**config.mk**
```make
export PLATFORM = sky130hd
export DESIGN_NAME = cardhost_stat_irq
export DESIGN_NICKNAME = d
export VERILOG_FILES = /design/src/rtl/chst_pkg.sv /design/src/rtl/chst_card_detect.sv /design/src/rtl/chst_event_map.sv /design/src/rtl/chst_status.sv /design/src/rtl/chst_cmd_regs.sv /design/src/rtl/cardhost_stat_irq.sv
export SDC_FILE = /design/constraint.sdc
export NUM_CORES = 1
export LEC_CHECK = 0
export BUFFER_PORTS_ARGS = -buffer_cell sky130_fd_sc_hd__buf_2
export CAP_MARGIN = 20
export CORE_ASPECT_RATIO = 0.7
export CORE_MARGIN = 10
export CORE_UTILIZATION = 29
export CTS_CLUSTER_SIZE = 28
export DETAILED_ROUTE_END_ITERATION = 6
export HOLD_SLACK_MARGIN = 0.05
export PLACE_DENSITY_LB_ADDON = 0.3
export SYNTH_ARGS = -nofsm -noshare
export SYNTH_HDL_FRONTEND = slang
export SYNTH_SLANG_ARGS = --single-unit
```
**constraint.sdc**
```tcl
create_clock -name clk -period 4.2 [get_ports clk]
set_clock_uncertainty 0.1 [all_clocks]
set_input_delay 0.84 -clock clk [delete_from_list [all_inputs] [get_ports clk]]
set_output_delay 0.84 -clock clk [all_outputs]
set_load 0.02 [all_outputs]
```
**src/rtl/chst_pkg.sv**
```systemverilog
// Package: shared constants for the card host status block.
// Holds register widths, status bit positions and word addresses.
package chst_pkg;
    localparam int REG_W        = 16;
    localparam int MASK_BITS    = 15;
    localparam int CMD_IDX_W    = 6;

    // status bit positions
    localparam int ST_CMD_END   = 0;
    localparam int ST_CARD_IN   = 1;
    localparam int ST_BUSY_END  = 2;
    localparam int ST_BLK_END   = 3;
    localparam int ST_CMD_TMO   = 7;
    localparam int ST_RX_THR    = 10;
    localparam int ST_TX_THR    = 11;
    localparam int ST_RSP_ERR   = 14;

    // system-config soft reset bit, control enable bit
    localparam int SYS_SRST_BIT = 2;
    localparam int CTL_EN_BIT   = 0;

    // word addresses
    localparam int A_CMD        = 0;
    localparam int A_CTRL       = 1;
    localparam int A_STAT       = 2;
    localparam int A_MASK       = 3;
    localparam int A_SYS        = 4;
    localparam int A_RSP_BASE   = 8;
endpackage

```
**src/rtl/chst_card_detect.sv**
```systemverilog
// Module: chst_card_detect
// Synchronises the card-detect level through SYNC_STAGES flops.
// Drives the synchronised level out as the cover switch and flags
// each rising edge for one cycle.
// Assumes card_det may change at any time relative to clk.
module chst_card_detect #(
    parameter int SYNC_STAGES = 2
) (
    input  logic clk,
    input  logic rst_n,
    input  logic card_det,
    output logic level,
    output logic insert_pulse
);
    logic [SYNC_STAGES-1:0] chain;
    logic                   seen_q;

    for (genvar g = 0; g < SYNC_STAGES; g++) begin : g_sync
        if (g == 0) begin : g_first
            // first synchroniser stage samples the raw input
            always_ff @(posedge clk) begin
                if (!rst_n) chain[0] <= 1'b0;
                else        chain[0] <= card_det;
            end
        end else begin : g_next
            // later stages shift the level along
            always_ff @(posedge clk) begin
                if (!rst_n) chain[g] <= 1'b0;
                else        chain[g] <= chain[g-1];
            end
        end
    end

    assign level = chain[SYNC_STAGES-1];

    // remember last synchronised level for edge detection
    always_ff @(posedge clk) begin
        if (!rst_n) seen_q <= 1'b0;
        else        seen_q <= level;
    end

    assign insert_pulse = level & ~seen_q;
endmodule

```
**src/rtl/chst_event_map.sv**
```systemverilog
// Module: chst_event_map
// Turns the raw event pulses into a vector of status bits to set.
// Uses the index of the last accepted command to spot a stop
// command. Pure combinational logic.
module chst_event_map
    import chst_pkg::*;
#(
    parameter int STOP_IDX = 12
) (
    input  logic                 evt_cmd_fin,
    input  logic                 evt_cmd_tmo,
    input  logic                 evt_rsp_err,
    input  logic                 evt_blk_end,
    input  logic                 evt_rx_thr,
    input  logic                 evt_tx_thr,
    input  logic                 card_insert,
    input  logic [CMD_IDX_W-1:0] cmd_index,
    output logic [REG_W-1:0]     set_vec
);
    logic fin_ok;
    logic is_stop;

    assign fin_ok  = evt_cmd_fin & ~evt_cmd_tmo;
    assign is_stop = (cmd_index == CMD_IDX_W'(STOP_IDX));

    // build the per-bit set vector
    always_comb begin
        set_vec              = '0;
        set_vec[ST_CMD_END]  = fin_ok;
        set_vec[ST_BUSY_END] = fin_ok & is_stop;
        set_vec[ST_CMD_TMO]  = evt_cmd_fin & evt_cmd_tmo;
        set_vec[ST_RSP_ERR]  = fin_ok & evt_rsp_err;
        set_vec[ST_CARD_IN]  = card_insert;
        set_vec[ST_BLK_END]  = evt_blk_end;
        set_vec[ST_RX_THR]   = evt_rx_thr;
        set_vec[ST_TX_THR]   = evt_tx_thr;
    end
endmodule

```
**src/rtl/chst_status.sv**
```systemverilog
// Module: chst_status
// Holds the status and mask words and drives the level interrupt.
// A software clear uses write-one-to-clear, and same-cycle events win.
// A soft reset zeroes both words and wins over everything else.
module chst_status #(
    parameter int REG_W     = 16,
    parameter int MASK_BITS = 15
) (
    input  logic             clk,
    input  logic             rst_n,
    input  logic             clr_all,
    input  logic             w1c_en,
    input  logic             mask_we,
    input  logic [REG_W-1:0] wval,
    input  logic [REG_W-1:0] set_vec,
    output logic [REG_W-1:0] stat,
    output logic [REG_W-1:0] mask,
    output logic             irq
);
    localparam logic [REG_W-1:0] MASK_KEEP = REG_W'((64'd1 << MASK_BITS) - 64'd1);

    logic [REG_W-1:0] clr_bits;

    assign clr_bits = w1c_en ? wval : '0;

    // status word: clear by ones, then merge new events
    always_ff @(posedge clk) begin
        if (!rst_n || clr_all) stat <= '0;
        else                   stat <= (stat & ~clr_bits) | set_vec;
    end

    // mask word: only the implemented bits are stored
    always_ff @(posedge clk) begin
        if (!rst_n || clr_all) mask <= '0;
        else if (mask_we)      mask <= wval & MASK_KEEP;
    end

    assign irq = |(stat & mask);
endmodule

```
**src/rtl/chst_cmd_regs.sv**
```systemverilog
// Module: chst_cmd_regs
// Holds the enable bit, the last accepted command word and the
// response words. A command is refused while the enable bit is clear.
// An accepted command zeroes every response word.
module chst_cmd_regs #(
    parameter int REG_W     = 16,
    parameter int RSP_WORDS = 8,
    parameter int RSP_IDX_W = 3
) (
    input  logic                       clk,
    input  logic                       rst_n,
    input  logic                       clr_all,
    input  logic                       ctrl_we,
    input  logic                       ctrl_en_bit,
    input  logic                       cmd_we,
    input  logic [REG_W-1:0]           cmd_wdata,
    input  logic                       rsp_we,
    input  logic [RSP_IDX_W-1:0]       rsp_idx,
    input  logic [REG_W-1:0]           rsp_data,
    output logic                       enable,
    output logic [REG_W-1:0]           cmd_word,
    output logic                       cmd_issue,
    output logic [RSP_WORDS*REG_W-1:0] rsp_flat
);
    logic [REG_W-1:0] rsp_q [RSP_WORDS];
    logic             accept;

    assign accept = cmd_we & enable;

    // controller enable bit
    always_ff @(posedge clk) begin
        if (!rst_n || clr_all) enable <= 1'b0;
        else if (ctrl_we)      enable <= ctrl_en_bit;
    end

    // command word and issue pulse
    always_ff @(posedge clk) begin
        if (!rst_n || clr_all) begin
            cmd_word  <= '0;
            cmd_issue <= 1'b0;
        end else begin
            cmd_issue <= accept;
            if (accept) cmd_word <= cmd_wdata;
        end
    end

    // response words: zeroed on accept, else loaded by the engine
    always_ff @(posedge clk) begin
        if (!rst_n || clr_all || accept) begin
            for (int i = 0; i < RSP_WORDS; i++) rsp_q[i] <= '0;
        end else if (rsp_we && (int'(rsp_idx) < RSP_WORDS)) begin
            rsp_q[rsp_idx] <= rsp_data;
        end
    end

    for (genvar g = 0; g < RSP_WORDS; g++) begin : g_flat
        assign rsp_flat[g*REG_W +: REG_W] = rsp_q[g];
    end
endmodule

```
**src/rtl/cardhost_stat_irq.sv**
```systemverilog
// Module: cardhost_stat_irq
// Top of the card host status block. Decodes the register bus,
// combines the status, command and card-detect pieces, and
// registers read data one cycle after the strobe.
// Assumes single-cycle bus strobes and word addressing.
module cardhost_stat_irq
    import chst_pkg::*;
#(
    parameter int ADDR_W      = 4,
    parameter int RSP_WORDS   = 8,
    parameter int SYNC_STAGES = 2,
    parameter int STOP_IDX    = 12,
    localparam int RSP_IDX_W  = (RSP_WORDS > 1) ? $clog2(RSP_WORDS) : 1
) (
    input  logic                 clk,
    input  logic                 rst_n,
    input  logic                 bus_wr,
    input  logic                 bus_rd,
    input  logic [ADDR_W-1:0]    bus_addr,
    input  logic [REG_W-1:0]     bus_wdata,
    output logic [REG_W-1:0]     bus_rdata,
    input  logic                 evt_cmd_fin,
    input  logic                 evt_cmd_tmo,
    input  logic                 evt_rsp_err,
    input  logic                 evt_blk_end,
    input  logic                 evt_rx_thr,
    input  logic                 evt_tx_thr,
    input  logic                 rsp_we,
    input  logic [RSP_IDX_W-1:0] rsp_idx,
    input  logic [REG_W-1:0]     rsp_data,
    input  logic                 card_det,
    output logic                 cover_sw,
    output logic                 cmd_issue,
    output logic [REG_W-1:0]     cmd_word,
    output logic                 xfer_flush,
    output logic                 irq
);
    logic                       wr_cmd, wr_ctrl, wr_stat, wr_mask, wr_sys;
    logic                       clr_all;
    logic                       in_rsp;
    logic [RSP_IDX_W-1:0]       rsp_sel;
    logic [REG_W-1:0]           stat_w, mask_w, set_vec, rd_next;
    logic [RSP_WORDS*REG_W-1:0] rsp_flat;
    logic                       enable_w;
    logic                       card_insert;

    // write decode
    assign wr_cmd  = bus_wr && (bus_addr == ADDR_W'(A_CMD));
    assign wr_ctrl = bus_wr && (bus_addr == ADDR_W'(A_CTRL));
    assign wr_stat = bus_wr && (bus_addr == ADDR_W'(A_STAT));
    assign wr_mask = bus_wr && (bus_addr == ADDR_W'(A_MASK));
    assign wr_sys  = bus_wr && (bus_addr == ADDR_W'(A_SYS));

    assign clr_all = (wr_ctrl && !bus_wdata[CTL_EN_BIT]) ||
                     (wr_sys  &&  bus_wdata[SYS_SRST_BIT]);

    assign in_rsp  = (int'(bus_addr) >= A_RSP_BASE) &&
                     (int'(bus_addr) <  A_RSP_BASE + RSP_WORDS);
    assign rsp_sel = RSP_IDX_W'(int'(bus_addr) - A_RSP_BASE);

    chst_card_detect #(.SYNC_STAGES(SYNC_STAGES)) u_cdet (
        .clk          (clk),
        .rst_n        (rst_n),
        .card_det     (card_det),
        .level        (cover_sw),
        .insert_pulse (card_insert)
    );

    chst_event_map #(.STOP_IDX(STOP_IDX)) u_emap (
        .evt_cmd_fin (evt_cmd_fin),
        .evt_cmd_tmo (evt_cmd_tmo),
        .evt_rsp_err (evt_rsp_err),
        .evt_blk_end (evt_blk_end),
        .evt_rx_thr  (evt_rx_thr),
        .evt_tx_thr  (evt_tx_thr),
        .card_insert (card_insert),
        .cmd_index   (cmd_word[CMD_IDX_W-1:0]),
        .set_vec     (set_vec)
    );

    chst_status #(.REG_W(REG_W), .MASK_BITS(MASK_BITS)) u_stat (
        .clk     (clk),
        .rst_n   (rst_n),
        .clr_all (clr_all),
        .w1c_en  (wr_stat),
        .mask_we (wr_mask),
        .wval    (bus_wdata),
        .set_vec (set_vec),
        .stat    (stat_w),
        .mask    (mask_w),
        .irq     (irq)
    );

    chst_cmd_regs #(.REG_W(REG_W), .RSP_WORDS(RSP_WORDS), .RSP_IDX_W(RSP_IDX_W)) u_cmd (
        .clk         (clk),
        .rst_n       (rst_n),
        .clr_all     (clr_all),
        .ctrl_we     (wr_ctrl),
        .ctrl_en_bit (bus_wdata[CTL_EN_BIT]),
        .cmd_we      (wr_cmd),
        .cmd_wdata   (bus_wdata),
        .rsp_we      (rsp_we),
        .rsp_idx     (rsp_idx),
        .rsp_data    (rsp_data),
        .enable      (enable_w),
        .cmd_word    (cmd_word),
        .cmd_issue   (cmd_issue),
        .rsp_flat    (rsp_flat)
    );

    // read multiplexer
    always_comb begin
        rd_next = '0;
        if (in_rsp) rd_next = rsp_flat[rsp_sel*REG_W +: REG_W];
        else if (bus_addr == ADDR_W'(A_CMD))  rd_next = cmd_word;
        else if (bus_addr == ADDR_W'(A_CTRL)) rd_next = REG_W'(enable_w);
        else if (bus_addr == ADDR_W'(A_STAT)) rd_next = stat_w;
        else if (bus_addr == ADDR_W'(A_MASK)) rd_next = mask_w;
    end

    // registered read data
    always_ff @(posedge clk) begin
        if (!rst_n)      bus_rdata <= '0;
        else if (bus_rd) bus_rdata <= rd_next;
    end

    // one-cycle flush pulse to counters and FIFO
    always_ff @(posedge clk) begin
        if (!rst_n) xfer_flush <= 1'b0;
        else        xfer_flush <= clr_all;
    end
endmodule

```
## Word level (Yosys, flattened, before mapping)

Memory sizes are Yosys's and may differ from the RTL's.
Cells that the tools add are included.

- Register bits: 69
- Memory bits (writable): 128
- Input port bits: 51
- Output and inout port bits: 36
- Logic and storage cells: 60
- Memories: 1

Memories:

| name | depth | width | rd ports | clocked after memory_dff | write ports | RTL line | RTL |
|---|---|---|---|---|---|---|---|
| u_cmd.rsp_q | 8 | 16 | 8 | 0 | 8 | chst_cmd_regs.sv:25 | `logic [REG_W-1:0] rsp_q [RSP_WORDS];` |

- $add $sub $neg: 1
- Magnitude comparators: 1
- Equality and inequality tests: 5
- Shift-type cells: 1
- Muxes and demuxes: 14
- Bitwise logic cells: 12
- Reduce and logical (&&, ||, !) cells: 15

Operators with widths:

| operator | number |
|---|---|
| indexed part select 128 x 8 -> 16 bit | 1 |
| 2-to-1 mux 16 bit | 6 |
| OR reduction 16 bit | 2 |
| bitwise AND 16 x 15 -> 16 bit | 1 |
| bitwise AND 16 bit | 1 |
| inverter 16 bit | 1 |
| bitwise OR 16 x 15 -> 16 bit | 1 |
| 2-to-1 mux 15 bit | 1 |
| equality test 4 x 2 -> 1 bit, second input constant | 2 |
| logical AND 1 bit | 7 |
| bitwise AND 1 bit | 6 |
| equality test 6 x 4 -> 1 bit, second input constant | 1 |
| 2-to-1 mux 1 bit | 6 |
| equality test 4 x 1 -> 1 bit, second input constant | 1 |
| equality test 4 x 3 -> 1 bit, second input constant | 1 |
| greater-or-equal comparator 4 bit, second input constant | 1 |
| zero test 4 bit | 1 |
| logical OR 1 bit | 3 |
| 2-to-1 mux 3 bit | 1 |
| subtractor 3 x 1 -> 3 bit, second input constant | 1 |
| zero test 1 bit | 2 |
| inverter 1 bit | 2 |

## Logic depth before layout (Yosys ltp)

- Depth in word-level cells: 10
- Depth in mapped cells: 7
- Gate-level depth less buffers: 4

## Hierarchy

Synthesis repeated with hierarchy kept, for this count alone.

- Cells, all modules: 753
- Area total of the unflattened synthesis: 8,916.1 um2

Modules (own cells, without submodules):

| module | times used | cells each | area an instance (um2) | seq. area each (um2) |
|---|---|---|---|---|
| chst_cmd_regs | 1 | 348 | 5,342.6 | 4,204.0 |
| cardhost_stat_irq | 1 | 251 | 2,175.8 | 340.3 |
| chst_status | 1 | 128 | 1,159.9 | 620.6 |
| chst_event_map | 1 | 19 | 145.1 | 0.0 |
| chst_card_detect | 1 | 7 | 92.6 | 60.1 |

## Worst setup path before layout

OpenSTA, ideal clock, no wires.

- Path kind: input port to flip-flop
- Start point: in bus_addr[2]
- End point: mem u_cmd.rsp_q[1][0], enable pin
- Library setup time: 368 ps
- Data arrival time: 2,114 ps
- Required time: 3,732 ps
- Slack: 1,619 ps
- Stages on the path: 6
- Path buffers: 2
- Path through: buf_4 nor4bb_1 nand2_1 nand3_1 buf_2 a211o_1

RTL lines:

| what | RTL line | RTL |
|---|---|---|
| from (decl) | cardhost_stat_irq.sv:19 | `input logic [ADDR_W-1:0] bus_addr,` |
| to (decl) | chst_cmd_regs.sv:25 |  |

==> impl_metrics.env <==
export IMPL_status="finished clean"
export IMPL_num_nets_final=894
export IMPL_cts_hold_buf=0
export IMPL_synthDistinctLibCells=40
export IMPL_grt_antenna_before_repair=1
export IMPL_rrSetupSlack_ns=2.18
export IMPL_critPathRequiredTime_ns=4.16
export IMPL_ant_nets=0
export IMPL_coreArea_sq_um=29100
export IMPL_clock_path_buffers=2
export IMPL_synthArstFlopShare=0
export IMPL_die_x_um=226
export IMPL_grt_max_degree=58
export IMPL_syn_area_sq_um=8640
export IMPL_gp_congestion=0.819
export IMPL_path_buf_inv=1
export IMPL_h_tree_depth=4
export IMPL_finalSetupViolCount=0
export IMPL_dieArea_sq_um=37200
export IMPL_synth_edf_count=128
export IMPL_crit_family="simple AND/OR/NAND/NOR gates"
export IMPL_first_iter_violations=674
export IMPL_ios=87
export IMPL_fmaxAchievable_ghz=0.336
export IMPL_timing_slew_headroom=0.303
export IMPL_holdWs_ns=0.338
export IMPL_cp_arrival_ns=2.93
export IMPL_io_buffers=86
export IMPL_syn_num_nets=834
export IMPL_cp_end_kind="flip-flop"
export IMPL_clkLatencyLatePin_ns=0.43
export IMPL_total_leakage_power_nw=3.75
export IMPL_worst_pin_slew_ns=1.05
export IMPL_overflow=0
export IMPL_final_layout_size_suffix_gt1_frac=0.164
export IMPL_initial_core_util=0.296
export IMPL_max_stage_delay_ns=0.79
export IMPL_cp_cell_sequence="buf_2, nor2_4, nand4b_2, nand3_2, a211o_1"
export IMPL_irDropWorstVdd_uv=251
export IMPL_crit_type="primary input to flip-flop"
export IMPL_clock_sinks=197
export IMPL_cts_tree="built"
export IMPL_drc=0
export IMPL_ys_warn_count=0
export IMPL_slowest_stage="a211o_1"
export IMPL_hold_class="flip-flop to flip-flop"
export IMPL_die_height_um=164
export IMPL_rsz0062_at_grt="false"
export IMPL_path_max_fanout=19
export IMPL_vias_per_cell=5.02
export IMPL_finalHoldViolations=0
export IMPL_period_share=0.708
export IMPL_cts_root_buf="clkbuf_16"
export IMPL_cp_start_kind="primary input"
export IMPL_rows=52
export IMPL_drt_total_wl_mm=25.0
export IMPL_cts_resized=0
export IMPL_drtPass1Iterations=5
export IMPL_finalMaxSlewViolations=0
export IMPL_hpwl_mm=16.9
export IMPL_grt_first_pass_wirelength_mm=37.4
export IMPL_cts_setup_buffers=0
export IMPL_syn2layout_area_growth_pct=14.7
export IMPL_synthCells=783
export IMPL_yosys_register_bits=197
export IMPL_yosysSeqAreaShare=0.605
export IMPL_grtUsageTotal=0.134
export IMPL_wl_per_cell_um=20.2
export IMPL_post_route_min_period_ns=2.97
export IMPL_clk_pin_slew_worst_paths_ns=0.07
export IMPL_grt_pass1_vias=5915
export IMPL_vias=6200
export IMPL_avgSynthCellArea_sq_um=11.0
export IMPL_drv_cap=0
export IMPL_numCtsBuffers=17
export IMPL_power_density_nw_per_um2=427
export IMPL_synth_flop_cell="edfxtp_1"
export IMPL_setup_tns_ns=0
[flip-flops by register name (all words and copies together), names as in the netlist]
signal           flops
u_cdet.chain         1
u_stat.stat         16
u_cmd.enable         1
bus_rdata           16
xfer_flush           1
u_cmd.cmd_word      16
u_cmd.cmd_issue      1
u_stat.mask         15
u_cdet.seen_q        1
u_cdet.level         1
u_cmd.rsp_q        128
[cells in the mapped netlist, drive strengths merged, types with 16 or more instances]
cell type	n	area share
a22oi	35	0.030
mux2i	77	0.089
dfxtp	69	0.16
nand2	96	0.042
nor2	158	0.070
a21oi	22	0.013
buf	41	0.030
edfxtp	128	0.44
clkbuf	18	0.0084
nand4	20	0.014
o21ai	16	0.0093
[metal layers]
metal  global-route usage  wire [um]
met5                    0          0
met4               0.0383        274
met3               0.0243       1750
met2                0.191      10700
met1                0.200      12300
[worst paths after layout]
kind / startpoint / endpoint / depth (start not counted)
worst max-delay path: bus_addr[3] / u_cmd.rsp_q[5][11] / 5
worst min-delay path: u_stat.stat[15] / u_stat.stat[15] / 2
worst max register to register: u_cmd.enable / u_cmd.rsp_q[5][11] / 2
worst min register to register: u_stat.stat[15] / u_stat.stat[15] / 2
[cell families after synthesis]
| group | after synthesis | share of synthesized area |
|---|---|---|
| and+or+nand+nor | 313 | 0.158 |
| buffers and inverters | 69 | 0.0432 |
| AOI/OAI and AO/OA | 124 | 0.0986 |
| DFF | 197 | 0.605 |
| muxes | 80 | 0.0957 |
[worst min-delay path: stages, from the launching register on]
cell and delay [ns]:
dfxtp_1 0.31, inv_1 0.05, a211oi_1 0.04
[layout make-up]
| type | instances | area, sq um |
|---|---|---|
| well taps | 378 | 473 |
| clock inverters | 14 | 159 |
| diodes | 1 | 2.50 |
| repair buffers | 100 | 538 |
| clock buffers | 18 | 429 |
| inverters | 10 | 37.5 |
| fillers | 2968 | 19200 |
| multi-input cells | 517 | 3050 |
| flip-flops and latches | 197 | 5230 |
[metrics by stage]
stage | instances | setup WS [ns] | power [mW] | cell area (sq um) | utilization
3_5_place_dp | 1201 | 0.780 | 2.61 | 9310 | 0.319
4_1_cts | 1233 | 1.24 | 4.25 | 9900 | 0.340
5_1_grt | 1234 | 1.08 | 4.36 | 9910 | 0.340
3_3_place_gp | 1201 | 0.828 | 2.60 | 9310 | 0.319
2_1_floorplan | 783 | 1.62 | 2.47 | 8640 | -
6_report | 1235 | 1.23 | 4.23 | 9910 | 0.340
[power breakdown]
part / switching, mW / total (mW) / internal, mW
Clock: 0.734 / 1.67 / 0.932
Sequential: 0.0380 / 2.21 / 2.17
Combinational: 0.247 / 0.357 / 0.110
Total: 1.02 / 4.23 / 3.21
[cells in the final DEF, fill, tap and decap left out, types with 2 or more instances in the layout]
master      instances
nor2_1            157
edfxtp_1          128
nand2_1            96
buf_2              85
mux2i_1            77
dfxtp_1            69
a22oi_1            35
a21oi_1            22
nand4_1            20
clkbuf_16          17
a22o_1             15
o21ai_0            15
a31oi_1            15
buf_4              15
nand3_1            13
inv_1              10
a211o_1             8
a211oi_1            8
and2_1              7
nor2b_1             5
clkinv_2            4
and3_1              3
clkinvlp_4          3
bufinv_16           3
nor3_1              2
nor4bb_1            2
a221oi_1            2
mux4_2              2
Power figures use the tool's default switching activity.
